### src/rtl/page_commit_buffer.sv
module page_commit_buffer #(
  parameter int ADDR_W       = 17,
  parameter int PAGE_W       = 8,
  parameter int DATA_W       = 8,
  parameter int WRITE_CYCLES = 500000
) (
  input  logic              clk,
  input  logic              rst_n,
  input  logic              xfer_start,
  input  logic [ADDR_W-1:0] start_addr,
  input  logic              byte_valid,
  input  logic [DATA_W-1:0] byte_data,
  input  logic              bus_stop,
  input  logic              bus_abort,
  output logic              busy,
  output logic              mem_we,
  output logic [ADDR_W-1:0] mem_addr,
  output logic [DATA_W-1:0] mem_wdata,
  output logic [ADDR_W-1:0] addr_ptr
);
  localparam int PAGE_BYTES = 1 << PAGE_W;
  localparam int CNT_W      = $clog2(WRITE_CYCLES + 1);

  typedef enum logic [1:0] {S_IDLE, S_FILL, S_PROG} state_t;

  state_t                 state_q;
  logic [DATA_W-1:0]      page_q [PAGE_BYTES];
  logic [PAGE_BYTES-1:0]  have_q;
  logic [CNT_W-1:0]       cnt_q;

  wire [PAGE_W-1:0] slot     = addr_ptr[PAGE_W-1:0];
  wire [PAGE_W-1:0] scan     = cnt_q[PAGE_W-1:0];
  wire              scanning = (state_q == S_PROG) && (cnt_q < CNT_W'(PAGE_BYTES));
  wire              take     = (state_q == S_FILL) && byte_valid && !bus_abort && !xfer_start;
  wire              any_byte = (|have_q) || take;

  assign busy      = (state_q == S_PROG);
  assign mem_we    = scanning && have_q[scan];
  assign mem_addr  = {addr_ptr[ADDR_W-1:PAGE_W], scan};
  assign mem_wdata = page_q[scan];

  always_ff @(posedge clk) begin
    if (take) page_q[slot] <= byte_data;
  end

  always_ff @(posedge clk) begin
    if (!rst_n) begin
      state_q  <= S_IDLE;
      have_q   <= '0;
      addr_ptr <= '0;
      cnt_q    <= '0;
    end else begin
      case (state_q)
        S_IDLE: begin
          if (xfer_start && !bus_abort) begin
            addr_ptr <= start_addr;
            have_q   <= '0;
            state_q  <= S_FILL;
          end
        end
        S_FILL: begin
          if (bus_abort) begin
            have_q  <= '0;
            state_q <= S_IDLE;
          end else if (xfer_start) begin
            addr_ptr <= start_addr;
            have_q   <= '0;
          end else begin
            if (take) begin
              have_q[slot]            <= 1'b1;
              addr_ptr[PAGE_W-1:0]    <= slot + 1'b1;
            end
            if (bus_stop) begin
              cnt_q   <= '0;
              state_q <= any_byte ? S_PROG : S_IDLE;
            end
          end
        end
        S_PROG: begin
          if (cnt_q == CNT_W'(WRITE_CYCLES - 1)) begin
            have_q  <= '0;
            state_q <= S_IDLE;
          end else begin
            cnt_q <= cnt_q + 1'b1;
          end
        end
        default: state_q <= S_IDLE;
      endcase
    end
  end

  initial assert (WRITE_CYCLES >= PAGE_BYTES)
    else $error("WRITE_CYCLES must cover one scan of the page");

  assert_reset_quiet_R1: assert property (@(posedge clk)
    !rst_n |=> !busy && !mem_we && addr_ptr == '0);

  assert_no_early_write_R5: assert property (@(posedge clk) disable iff (!rst_n)
    mem_we |-> busy);

  assert_stop_commits_R5: assert property (@(posedge clk) disable iff (!rst_n)
    (state_q == S_FILL && bus_stop && !bus_abort && !xfer_start && any_byte) |=> busy);

  assert_empty_stop_R9: assert property (@(posedge clk) disable iff (!rst_n)
    (state_q == S_FILL && bus_stop && !bus_abort && !xfer_start && !any_byte) |=> !busy);

  assert_abort_no_cycle_R8: assert property (@(posedge clk) disable iff (!rst_n)
    (!busy && bus_abort) |=> !busy);

  assert_ptr_frozen_R7: assert property (@(posedge clk) disable iff (!rst_n)
    (busy && $past(busy)) |-> $stable(addr_ptr));

  assert_page_fixed_R3: assert property (@(posedge clk) disable iff (!rst_n)
    take |=> addr_ptr[ADDR_W-1:PAGE_W] == $past(addr_ptr[ADDR_W-1:PAGE_W]));
endmodule

### config.mk
export PLATFORM = sky130hd
export DESIGN_NAME = page_commit_buffer
export DESIGN_NICKNAME = d
export VERILOG_FILES = /design/src/rtl/page_commit_buffer.sv
export SDC_FILE = /design/constraint.sdc
export NUM_CORES = 2
export LEC_CHECK = 0
export ABC_CLOCK_PERIOD_IN_PS = 2700
export BUFFER_PORTS_ARGS = -buffer_cell sky130_fd_sc_hd__buf_4
export CAP_MARGIN = 10
export CORE_MARGIN = 2
export CORE_UTILIZATION = 30
export DETAILED_ROUTE_END_ITERATION = 7
export SYNTH_ARGS = -nofsm -noshare
export SYNTH_HDL_FRONTEND = slang
export SYNTH_SLANG_ARGS = --single-unit
### constraint.sdc
create_clock -name clk -period 2.7 [get_ports clk]
set_clock_uncertainty 0.15 [all_clocks]
set_input_delay 0.135 -clock clk [delete_from_list [all_inputs] [get_ports clk]]
set_output_delay 0.135 -clock clk [all_outputs]
set_load 0.05 [all_outputs]
# Yosys cells after proc, flatten, opt, wreduce, memory -nomap -nowiden
# Memory sizes are Yosys's and may differ from the RTL's. A register that Yosys moved wholly into a read port is not among the register bits.
# Cells that the tools add are included.
[word_totals]
mem_bits_rw = 2048
output_inout_bits = 44
in_bits = 31
latchBits = 0
reg_bits = 294
n_memories = 1
rom_bits = 0
[mem_list]
columns = ["memory", "depth", "width", "read_ports", "rd_clocked_by_memory_dff", "wr", "line", "rtl"]
rows = [
  ["page_q", 256, 8, 1, 1, 1, "27", "logic [DATA_W-1:0] page_q [PAGE_BYTES];"],
]
[op_classes]
n_shift = 0
magnitude_cmp = 4
addsub = 2
bitwise_logic = 1
mul = 0
n_eq_ne = 14
n_div = 0
n_reduce_logical = 20
mux = 32
[op_table]
columns = ["cell", "count"]
rows = [
  ["$mux 256", 5],
  ["$pmux 256 s3", 1],
  ["$or 256x256->256", 1],
  ["$reduce_or 256->1", 1],
  ["$mux 19", 4],
  ["$pmux 19 s2", 1],
  ["$mux 17", 2],
  ["$pmux 17 s2", 1],
  ["$mux 8", 4],
  ["$add 19x1->19 const B", 1],
  ["$eq 19x19->1 const B", 1],
  ["$lt 19x9->1 const B", 1],
  ["$lt 8x9->1 const B", 2],
  ["$reduce_and 4->1", 4],
  ["$mux 2", 6],
  ["$ne 2x2->1 const B", 6],
  ["$mux 9", 1],
  ["$ne 3x3->1 const B", 3],
  ["$add 8x1->8 const B", 1],
  ["$bmux 1 s8", 1],
  ["$demux 1 s8", 1],
  ["$ge 8x1->1 const B", 1],
  ["$logic_and 1x1->1", 7],
  ["$pmux 2 s3", 1],
  ["other kinds (11)", 16],
]

# Longest topological paths before layout
[logic_depth]
word_depth = 10
mapped_depth = 11
mapped_depth_nobuf = 7

# Least setup slack after synthesis
# Ideal clock, no wire load.
[synth_timing]
path_type = "register to output"
start = "register with a tool-made name"
end = "output port mem_wdata[2]"
slack_ns = -0.969
arrival_time_ns = 3.384
path_buffers = 5
stages_incl_launch_ff = 11
path_cell_list = "dfxtp_1 > clkbuf_1 > buf_4 > buf_4 > buf_2 > buf_2 > mux4_2 > mux2i_1 > o311ai_0 > nor3_1 > nor4_1"
[synth_lines]
columns = ["item", "line", "rtl"]
rows = [
  ["end, declared", "18", "output logic [DATA_W-1:0] mem_wdata,"],
]

==> out/metrics.cfg <==
[critical_path]
slowest_stage=mux4_2
critPathBufInv=9
required_ps=2410
worstSetupPathType=reg2out
critPathMaxStageDelay_ps=490
startpoint_type=register
end_kind=primary output
crit_chain=buf_12 > buf_8 > buf_12 > buf_12 > buf_16 > buf_12 > buf_8 > mux4_2 > a22o_1 > o21ai_2 > buf_4 > nand4_1 > and4_4 > buf_8
r2r_slack_ps=-140
critPathTopFamily=buffers and inverters
crit_top_cell=buf_12
path_max_fanout=7
cp.arrival_ps=3860

[synth]
syn_area_per_cell_um2=18.3
yosys-top-cells-area=edfxtp_1, mux4_2, dfxtp_1
synth_area_um2=92200
synth_most_common_cell=edfxtp_1
synth_edf_count=2048
synthArstFlopShare_pct=0
syn-num-nets=5064
synthTopCellsByCount=edfxtp_1, nor2_1, mux4_2
synth_top_area_share_pct=66.7
seq_area_frac_synth_pct=73.2
synth_warnings=0
netlist_instances=5028
ys.flop_type=edfxtp_1
ys_types=75
synth-seq-cells=2350
yosysTopAreaCell=edfxtp_1

[die]
start_util_pct=30.2
die_area_um2=312000
row_count=203
core_um2=306000
die_h_um=558
num_io_pins=75
die_w_um=558

[clock_tree]
clk_pin_slew_ps=60
htreeDepth=4
insertion_delay_ps=900
clockBufferDepth=4
clock-sinks=2350
cts_root_buf=clkbuf_16
numCtsBuffers=234
cts_tree=done

[route]
drt-wirelength-per-cell_um=25.8
vias=53318
drtAntennaViolNets=0
wl_mm=265
drt-initial-drc-count=6196
drc=0
drt-vias-per-instance=5.19
first_pass_iters=6

[power]
cellPowerDensity_nw_per_um2=643
ir_drop_mv=0.613
p_sw_w=0.0156
p_leak_nw=36.5
p_int_w=0.0593
swShare_pct=20.8
pwr-share-seq_pct=52.7
clockPowerShare_pct=44.0
combPwrFrac_pct=3.3

[run_status]
status=finished with violations
violations=negative setup slack

[sta]
fin_crit_sh_pct=154
rsz0062_at_grt=true
worst_pin_slew_ps=1380
slew_viol_final=0
min_period_ps=4150
setup-tns-final_ps=-14170
fin_ws_ps=-1450
finalSetupViolCount=55
fmax_ghz=0.241
relSlewSlack_pct=7.60
finalHoldViolCount=0

[placed_design]
numPortBuffers=74
place_congestion=0.848
place_area_um2=105000
hpwlAfterDp_mm=167

[global_routing]
use_met3_pct=2.76
grt_usage_pct=16.5
grt_pass1_wl_mm=377
use_met1_pct=23.1
antenna_found_initial=6
grt_max_degree=97
top_usage_layer=met2
grt.met2_usage_pct=26.6
grt_pass1_vias=52811
grt_overflow=0

[finish]
area_growth_pct=26.2
nNetsFinal=6017
drive_gt1_share_pct=36.9
fin_area_um2=116000

[job]
cap_violations=0

[min_path]
min_path_type=in2reg

==> repair_timing <==
item                                    in CTS  in global routing
buffers inserted                            62                 40
endpoints found under the setup margin      69                113
hold buffers                                72                  0
gates cloned                                14                 16
resized for setup                          211                166
pin swaps                                   45                107
hold endpoints to repair                  1299                  0
==> cell type report <==
class	instances	area (um2)
diodes	3	7.51
clock buffers	288	6150
clock inverters	140	1540
fillers	27852	189000
inverters	14	52.6
multi-input cells	2324	24900
flip-flops and latches	2350	67600
well taps	4100	5130
repair buffers	1057	11000
==> path summary, 6_finish.rpt <==
check,start,end,cells after the start
setup / recovery,register,mem_wdata[3],14
hold / removal,bus_stop,state_q[0]$_SDFFE_PN0P_,5
setup reg to reg,cnt_q[11]$_SDFFE_PN0P_,have_q[172]$_SDFFE_PN0P_,13
hold reg to reg,addr_ptr[14]$_SDFFE_PN0P_,addr_ptr[14]$_SDFFE_PN0P_,2
==> sequential cells by signal (all words and copies together), names as in the netlist, named ones only <==
signal	flops
page_q	2048
cnt_q	19
have_q	256
state_q	2
addr_ptr	17
==> kinds of logic (layout without fill, tap and decap cells) <==
family / Yosys count / count (layout) / share of synthesized area, %
compound gates: 608 / 608 / 4.14
flops: 2350 / 2350 / 73.2
fa+ha+maj: 5 / 5 / 0.0678
xor+xnor: 4 / 4 / 0.0380
other cells: 0 / 3 / 0
mux: 722 / 722 / 15.6
simple gates: 985 / 985 / 5.06
buf+inv: 354 / 1499 / 1.85
==> power by group through the flow <==
stage	Combinational [W]	Sequential [W]	Clock, W
finish	0.00245	0.0394	0.0330
global route	0.00257	0.0394	0.0348
CTS	0.00232	0.0394	0.0334
detailed placement	0.00206	0.0402	0
global placement	0.00201	0.0402	0
floorplan	0.000815	0.0403	0
==> metal layers <==
metal  part of all wire (%)  routed length, um
met5                      0                  0
met1                     42             110000
met3                    8.6              22800
met4                    2.6               6850
met2                     47             126000
==> layout by cell type, fill, tap and decap left out, types with 39 or more instances in the layout <==
master,count
clkinv_1,45
mux2i_1,108
mux4_2,569
nor2_4,78
a21oi_1,274
buf_12,148
dfxtp_1,290
nor4_1,72
a22oi_1,61
dlygate4sd3_1,72
nor2_2,45
buf_4,742
clkbuf_1,46
nand2_1,100
clkbuf_16,250
clkinv_2,39
nor2_1,459
edfxtp_1,2048
==> metrics by stage <==
| stage | std cells | util [%] | worst slack, ps | total power, W | hold WS, ps |
|---|---|---|---|---|---|
| floorplan | 5028 | - | -119 | 0.0411 | 83.9 |
| global placement | 9656 | 34.2 | -1050 | 0.0422 | 235 |
| detailed placement | 9656 | 34.2 | -1050 | 0.0423 | 243 |
| CTS | 10227 | 37.6 | -1490 | 0.0752 | 13.1 |
| global route | 10274 | 38.1 | -1490 | 0.0768 | 90.6 |
| finish | 10276 | 38.1 | -1450 | 0.0749 | 97.9 |
==> worst min-delay path: cells and delay by family <==
kind,cells,cell delay (ps)
buf+inv,3,720
compound gates,1,170
simple gates,1,50
(Power assumes the default switching activity.)
